===== config.mk =====
export PLATFORM = sky130hd
export DESIGN_NAME = pwm_timing_update
export DESIGN_NICKNAME = d
export VERILOG_FILES = /design/src/rtl/pwm_upd_pkg.sv /design/src/rtl/pwm_upd_shadow.sv /design/src/rtl/pwm_upd_event.sv /design/src/rtl/pwm_upd_check.sv /design/src/rtl/pwm_timing_update.sv
export SDC_FILE = /design/constraint.sdc
export NUM_CORES = 1
export LEC_CHECK = 0
export BUFFER_PORTS_ARGS = -buffer_cell sky130_fd_sc_hd__buf_2
export CAP_MARGIN = 40
export CORE_MARGIN = 2
export CORE_UTILIZATION = 35
export CTS_CLUSTER_DIAMETER = 30
export DETAILED_ROUTE_END_ITERATION = 8
export HOLD_SLACK_MARGIN = 0.02
export MAX_ROUTING_LAYER = met4
export PLACE_DENSITY = 0.54
export SYNTH_ARGS = -nofsm -noshare
export SYNTH_HDL_FRONTEND = slang
export SYNTH_HIERARCHICAL = 1
export SYNTH_SLANG_ARGS = --single-unit

===== constraint.sdc =====
create_clock -name clk -period 3.7 [get_ports clk]
set_input_delay 0.925 -clock clk [delete_from_list [all_inputs] [get_ports clk]]
set_output_delay 0.925 -clock clk [all_outputs]
set_load 0.005 [all_outputs]

===== src/rtl/pwm_upd_pkg.sv =====
package pwm_upd_pkg;

   typedef enum logic [1:0] {
      UPD_FILT = 2'd0,
      UPD_EOP  = 2'd1,
      UPD_TRIG = 2'd2,
      UPD_BOTH = 2'd3
   } upd_mode_e;

   localparam int NFLD    = 6;
   localparam int F_PER   = 0;
   localparam int F_ARISE = 1;
   localparam int F_AFALL = 2;
   localparam int F_BRISE = 3;
   localparam int F_BFALL = 4;
   localparam int F_TRIG  = 5;
   localparam int ADDR_W  = 3;

endpackage


===== src/rtl/pwm_upd_shadow.sv =====
module pwm_upd_shadow
   import pwm_upd_pkg::*;
#(
   parameter int CNT_W      = 8,
   parameter int DEF_PERIOD = 15
) (
   input  logic                             clk,
   input  logic                             rst_n,
   input  logic                             wr_en,
   input  logic [ADDR_W-1:0]                wr_addr,
   input  logic [CNT_W-1:0]                 wr_data,
   input  logic                             filt_done,
   input  logic [CNT_W-1:0]                 filt_val,
   output logic [NFLD-1:0][CNT_W-1:0]       cand
);

   logic [NFLD-1:0][CNT_W-1:0] shd;

   for (genvar i = 0; i < NFLD; i++) begin : g_fld
      localparam logic [CNT_W-1:0] RST_VAL =
         (i == F_PER) ? CNT_W'(DEF_PERIOD) : '0;

      if (i == F_AFALL) begin : g_filt
         // filter result has priority over a firmware write on the same cycle
         always_ff @(posedge clk or negedge rst_n) begin
            if (!rst_n)
               shd[i] <= RST_VAL;
            else if (filt_done)
               shd[i] <= filt_val;
            else if (wr_en && wr_addr == ADDR_W'(i))
               shd[i] <= wr_data;
         end
         assign cand[i] = filt_done ? filt_val : shd[i];
      end else begin : g_plain
         always_ff @(posedge clk or negedge rst_n) begin
            if (!rst_n)
               shd[i] <= RST_VAL;
            else if (wr_en && wr_addr == ADDR_W'(i))
               shd[i] <= wr_data;
         end
         assign cand[i] = shd[i];
      end
   end

endmodule


===== src/rtl/pwm_upd_event.sv =====
module pwm_upd_event
   import pwm_upd_pkg::*;
#(
   parameter int WIN_CYC = 9
) (
   input  logic       clk,
   input  logic       rst_n,
   input  logic [1:0] upd_sel,
   input  logic       filt_done,
   input  logic       eop,
   input  logic       trig_hit,
   output logic       evt,
   output logic       upd_win
);

   localparam int WW = $clog2(WIN_CYC + 1);

   upd_mode_e  mode;
   logic [WW-1:0] win_cnt;

   assign mode = upd_mode_e'(upd_sel);

   // coincident sources in mode 3 merge into one event
   always_comb begin
      unique case (mode)
         UPD_FILT: evt = filt_done;
         UPD_EOP:  evt = eop;
         UPD_TRIG: evt = trig_hit;
         UPD_BOTH: evt = eop | trig_hit;
         default:  evt = 1'b0;
      endcase
   end

   always_ff @(posedge clk or negedge rst_n) begin
      if (!rst_n)
         win_cnt <= '0;
      else if (evt)
         win_cnt <= WW'(WIN_CYC);
      else if (win_cnt != '0)
         win_cnt <= win_cnt - WW'(1);
   end

   assign upd_win = (win_cnt != '0);

endmodule


===== src/rtl/pwm_upd_check.sv =====
module pwm_upd_check
   import pwm_upd_pkg::*;
#(
   parameter int CNT_W = 8
) (
   input  logic [NFLD-1:0][CNT_W-1:0] cand,
   output logic                       cand_ok
);

   logic [NFLD-1:0] fld_ok;

   for (genvar i = 0; i < NFLD; i++) begin : g_cmp
      if (i == F_PER) begin : g_per
         assign fld_ok[i] = 1'b1;
      end else begin : g_lim
         assign fld_ok[i] = (cand[i] <= cand[F_PER]);
      end
   end

   assign cand_ok = &fld_ok;

endmodule


===== src/rtl/pwm_timing_update.sv =====
module pwm_timing_update
   import pwm_upd_pkg::*;
#(
   parameter int CNT_W      = 8,
   parameter int DEF_PERIOD = 15,
   parameter int WIN_CYC    = 9
) (
   input  logic              clk,
   input  logic              rst_n,
   input  logic [1:0]        upd_sel,
   input  logic              chk_ovr,
   input  logic              glb_per_en,
   input  logic [CNT_W-1:0]  glb_period,
   input  logic              wr_en,
   input  logic [2:0]        wr_addr,
   input  logic [CNT_W-1:0]  wr_data,
   input  logic              filt_done,
   input  logic [CNT_W-1:0]  filt_val,
   output logic [CNT_W-1:0]  cnt,
   output logic              pwm_a,
   output logic              pwm_b,
   output logic              upd_win,
   output logic              cfg_err
);

   localparam int NCH = 2;

   if (CNT_W < 2) begin : g_bad_width
      $error("CNT_W must be at least 2");
   end
   if (WIN_CYC < 1) begin : g_bad_win
      $error("WIN_CYC must be at least 1");
   end
   if (DEF_PERIOD < 1 || DEF_PERIOD >= (1 << CNT_W)) begin : g_bad_per
      $error("DEF_PERIOD out of range for CNT_W");
   end

   logic [NFLD-1:0][CNT_W-1:0] shd_cand;
   logic [NFLD-1:0][CNT_W-1:0] cand;
   logic [NFLD-1:0][CNT_W-1:0] act;
   logic                       cand_ok;
   logic                       evt;
   logic                       eop;
   logic                       trig_hit;
   logic [NCH-1:0]             pwm;

   pwm_upd_shadow #(
      .CNT_W      (CNT_W),
      .DEF_PERIOD (DEF_PERIOD)
   ) u_shadow (
      .clk       (clk),
      .rst_n     (rst_n),
      .wr_en     (wr_en),
      .wr_addr   (wr_addr),
      .wr_data   (wr_data),
      .filt_done (filt_done),
      .filt_val  (filt_val),
      .cand      (shd_cand)
   );

   // period source chosen at load time
   always_comb begin
      cand        = shd_cand;
      cand[F_PER] = glb_per_en ? glb_period : shd_cand[F_PER];
   end

   pwm_upd_check #(
      .CNT_W (CNT_W)
   ) u_check (
      .cand    (cand),
      .cand_ok (cand_ok)
   );

   assign eop      = (cnt >= act[F_PER]);
   assign trig_hit = (cnt == act[F_TRIG]);

   pwm_upd_event #(
      .WIN_CYC (WIN_CYC)
   ) u_event (
      .clk       (clk),
      .rst_n     (rst_n),
      .upd_sel   (upd_sel),
      .filt_done (filt_done),
      .eop       (eop),
      .trig_hit  (trig_hit),
      .evt       (evt),
      .upd_win   (upd_win)
   );

   always_ff @(posedge clk or negedge rst_n) begin
      if (!rst_n)
         cnt <= '0;
      else if (eop)
         cnt <= '0;
      else
         cnt <= cnt + CNT_W'(1);
   end

   always_ff @(posedge clk or negedge rst_n) begin
      if (!rst_n) begin
         act        <= '0;
         act[F_PER] <= CNT_W'(DEF_PERIOD);
         cfg_err    <= 1'b0;
      end else if (evt) begin
         if (cand_ok || chk_ovr)
            act <= cand;
         else
            cfg_err <= 1'b1;
      end
   end

   for (genvar c = 0; c < NCH; c++) begin : g_ch
      localparam int RI = (c == 0) ? F_ARISE : F_BRISE;
      localparam int FI = (c == 0) ? F_AFALL : F_BFALL;
      assign pwm[c] = (cnt >= act[RI]) && (cnt < act[FI]);
   end

   assign pwm_a = pwm[0];
   assign pwm_b = pwm[1];

endmodule


Word-level counts from Yosys, hierarchy flattened
Cells that the tools add are included.

operators by class
  div/mod/pow operators = 0
  equal/unequal tests = 9
  add/sub/neg operators = 2
  mux-type cells = 8
  order comparisons = 10
  reduce and logical (&&, ||, !) cells = 17
  bitwise logic cells = 2
  multipliers = 0
  shift-type cells = 0

operators with widths
  cell                                                                    count
  8-bit less-or-equal comparator                                          5
  8-bit 2-to-1 mux                                                        5
  8-bit greater-or-equal comparator                                       3
  8-bit less-than comparator                                              2
  8-bit by 1-bit adder with 8-bit output (second input constant)          1
  8-bit equality test                                                     1
  1-bit logical AND                                                       8
  4-bit 2-to-1 mux                                                        2
  3-bit by 2-bit equality test with 1-bit output (second input constant)  2
  3-bit equality test (second input constant)                             2
  5-bit AND reduction                                                     1
  2-bit equality test (second input constant)                             2
  1-bit case mux with 4 select lines                                      1
  2-bit AND reduction                                                     2
  2-bit nonzero test                                                      2
  4-bit nonzero test                                                      1
  4-bit by 1-bit subtractor with 4-bit output (second input constant)     1
  3-bit by 1-bit equality test with 1-bit output (second input constant)  1
  3-bit logical NOT                                                       1
  2-bit by 1-bit equality test with 1-bit output (second input constant)  1
  2-bit logical NOT                                                       1
  1-bit logical OR                                                        1
  1-bit NOT                                                               1
  1-bit OR                                                                1

word-level totals
  logic and storage cells = 63
  memories kept = 0
  bits in latches = 0
  bits in writable memories = 0
  output and inout bits = 12
  input bits = 35
  ROM bits = 0
  flip-flop bits (word level) = 109

Logic depth before layout (Yosys ltp)
  word-level depth = 6
  gate-level depth with buffers = 15
  gate-level depth less buffers = 13

Hierarchy
Netlist, hierarchy kept.

modules (own cells, without submodules)
  module             area an instance (µm²)  cells an instance  times used  sequential area each (µm²)
  pwm_timing_update  3349.5                  289                1           1431.4
  pwm_upd_shadow     2284.7                  181                1           1206.2
  pwm_upd_check      898.4                   108                1           0.0
  pwm_upd_event      221.5                   21                 1           100.1

Worst setup path after synthesis
Ideal clock, no wire load.

  path kind = input-to-reg
  from = input port glb_per_en
  to = register act[34] (netlist name)
  buffers on the path = 2
  data arrival time = 3.243 ns
  stages on the path = 13
  setup time = 0.128 ns
  data required time = 3.572 ns
  slack = 0.329 ns
  cell sequence = buf_2 > mux2_2 > inv_1 > ha_1 > nor2b_4 > o211ai_2 > a21oi_1 > o32ai_2 > nand3_1 > nor2_1 > o21ai_4 > buf_4 > mux2_1

RTL lines
  what                           RTL line                  text
  start, declared                pwm_timing_update.sv:12   input logic glb_per_en,
  end signal, assigned by index  pwm_timing_update.sv:102  act[F_PER] <= CNT_W'(DEF_PERIOD);
  end signal, assigned           pwm_timing_update.sv:106  act <= cand;
  end, declared                  pwm_timing_update.sv:40   logic [NFLD-1:0][CNT_W-1:0] act;

==> impl_metrics.csv <==
group,metric,value,unit
synthesis,yosysTopAreaCell,"dfrtp_1",
clock_tree,insertion_delay,0.37,ns
worst_hold_path,min_to,"cfg_err",
clock_tree,h-tree-depth,3,
synthesis,synth-seq-area-share,0.405,
synthesis,yosysMostFrequentCell,"dfrtp_1",
routing,vias_per_cell,4.98,
power,intPower,0.00334,W
clock_tree,cts_tree,"built",
power,seqPwrFrac,0.372,
clock_tree,postCtsSetupRepairBufs,0,
synthesis,ys_top_cells_by_area,"dfrtp_1, ha_1, mux2_2, buf_4, inv_1",
routing,wl_per_cell,18.0,µm
worst_hold_path,min_path_type,"register to register",
synthesis,postSynthCellCount,599,
routing,wl,15900,µm
setup_path,crit_fanout,28,
synthesis,synth_edf_count,0,
synthesis,ys_types,55,
synthesis,synth.avg_cell_area,11.3,µm²
power,power,0.00529,W
routing,vias,4410,
routing,drt_pass1_iterations,4,
power,p_clk_frac,0.194,
run,cap_violations,0,
power,switchingPower,0.00195,W
clock_tree,ctsRootBufferMaster,"clkbuf_16",
routing,drt.antenna.violating_nets,0,
sta,hold_viol,0,
sta,slew-limit-headroom,0.451,
sta,setup_ws,0.343,ns
floorplanning,die_area,20400,µm²
layout,num_antenna_cells,0,
sta,min_period,3.36,ns
place,hpwlAfterDp,12500,µm
synthesis,synth.net_count,714,
clock_tree,numCtsBuffers,9,
synthesis,ys_ff_latch,109,
sta,finalCritPeriodShare,0.907,
routing,drtIter0Drc,218,
place,placed_cells,870,
layout,finalNetCount,736,
power,p_leak,3.49,nW
setup_path,required,3.94,ns
sta,grt_setup_unrepaired,"false",
global_routing,overflow,0,
clock_tree,cts.clk_slew.worst_paths,0.07,ns
synthesis,yosys-top-cells-count,"dfrtp_1, mux2_2, ha_1",
setup_path,crit_type,"primary input to register",
setup_path,reg2reg_to,"act[34]",
clock_tree,cts_max_path_buffers,2,
global_routing,track_usage,0.173,
clock_tree,cts.sinks,109,
setup_path,reg2regPathDepth,12,
setup_path,worstReg2RegStart,"u_shadow/cand[1]",
setup_path,cp.arrival,3.60,ns
place,port_buffers,46,
global_routing,grt_pass1_wl,25700,µm
setup_path,start_kind,"primary input",
status,status,"finished, final reports clean",
sta,setup_viol,0,
layout,drive_gt1_frac,0.305,
floorplanning,io_pins,47,
floorplanning,row_count,50,
sta,whs,0.485,ns
clock_tree,ctsResizeCount,0,
setup_path,r2r_slack,0.78,ns
global_routing,grt_max_degree,61,
sta,skew,0.0101,ns
layout,fill_cells,1840,
power,ir_drop,0.239,mV
setup_path,cp-end-kind,"register",
routing,drc_errors,0,
floorplanning,die_w,143,µm
floorplanning,die_y,143,µm
synthesis,yosysWarningCount,6,
place,place_ws,-0.0372,ns
global_routing,grt_pass1_vias,4524,
synthesis,syn_area,6750,µm²
sta,tightest_slew,0.819,ns
floorplanning,core-area,18800,µm²
synthesis,synth_ff_type,"dfrtp_1",
floorplanning,start_util,0.359,
layout,area_delta_synth_final,9.67,%
sta,maxSlewViolCount,0,
global_routing,antenna_found_initial,0,
worst_hold_path,hold_start,"cfg_err",
sta,max_freq,298,MHz
power,combPwrFrac,0.435,
layout,fin_cells,886,
place,finalWeightedCongestion,0.881,
clock_tree,hold_buffers,0,
worst_hold_path,hold_path_depth,1,
power,power_density,715,nW/µm²
power,swShare,0.368,
synthesis,async_reset_ff_frac,1.00,
synthesis,synth_top_area_frac,0.374,
## registers in the layout, indices dropped and copies added, names as in the netlist
signal / cells
u_shadow/cand: 40
cnt: 8
cfg_err: 1
act: 48
u_shadow/shd: 8
u_event/win_cnt: 4
## layout make-up
class	instances	area [µm²]	share of cell area
multi-input combinational	376	3400	0.459
inverter	61	229	0.0309
tap	260	325	0.0439
clock buffer	10	239	0.0323
sequential	109	2740	0.370
timing repair buffer	64	405	0.0547
clock inverter	6	70.1	0.00946
## logic make-up after synthesis
kind of cell	Yosys count	share of synthesized area
compound gates	87	0.0943
flops	109	0.405
buf+inv	114	0.0911
simple gates	97	0.0813
mux	97	0.160
xor+xnor	15	0.0195
fa+ha+maj	80	0.148
## routing by layer
metal  global-route usage  vias to the layer above  part of all wire
li1                     -                     2120                 -
met1                0.235                     2196              0.50
met2                0.263                       75              0.45
met3               0.0191                       19             0.026
met4               0.0735                        0             0.022
met5                    -                        -                 0
## worst max-delay path, cell delays in order
cell and delay, ns:
buf_2 0.18, mux2_2 0.38, inv_1 0.19, ha_1 0.28, nor2b_1 0.15, o211ai_2 0.14, a21oi_1 0.08, o32ai_1 0.28
o21ai_1 0.12, nor2_1 0.26, o21ai_4 0.11, buf_12 0.19, mux2_1 0.32
## per-stage QoR
step           setup TNS (ns)  area [µm²]  utilization
4_1_cts                     0        7410        0.393
6_report                    0        7410        0.393
2_1_floorplan               0        6750            -
5_1_grt                     0        7410        0.393
3_5_place_dp           -0.120        7100        0.377
3_3_place_gp                0        7100        0.377
## worst max path at each step
stage                     slack (ns)       start  endpoint
after global routing            0.25  glb_per_en   act[34]
after global placement          0.02  glb_per_en   act[35]
after CTS                       0.35  glb_per_en   act[34]
after floorplan                 0.33  glb_per_en   act[34]
after detailed placement       -0.04  glb_per_en   act[34]
final                           0.34  glb_per_en   act[34]
## cell usage in the layout, fill, tap and decap left out, drive strengths merged, types with 6 or more instances in the layout
| cell | count |
|---|---|
| nand2 | 16 |
| buf | 64 |
| dfrtp | 101 |
| nor2 | 29 |
| nand3 | 8 |
| o21ai | 24 |
| xnor2 | 11 |
| mux2 | 89 |
| nor3 | 6 |
| clkbuf | 10 |
| ha | 80 |
| inv | 62 |
| a21oi | 32 |
| mux2i | 8 |
| dfstp | 8 |
| nand4 | 17 |
## power by group through the flow
stage          clock network (W)  logic, W  registers, W
2_1_floorplan                  0   0.00183       0.00189
3_3_place_gp                   0   0.00222       0.00198
3_5_place_dp                   0   0.00232       0.00200
4_1_cts                  0.00106   0.00234       0.00198
5_1_grt                  0.00109   0.00260       0.00203
6_report                 0.00103   0.00230       0.00197
No activity file was read; power rests on OpenSTA's default activity.
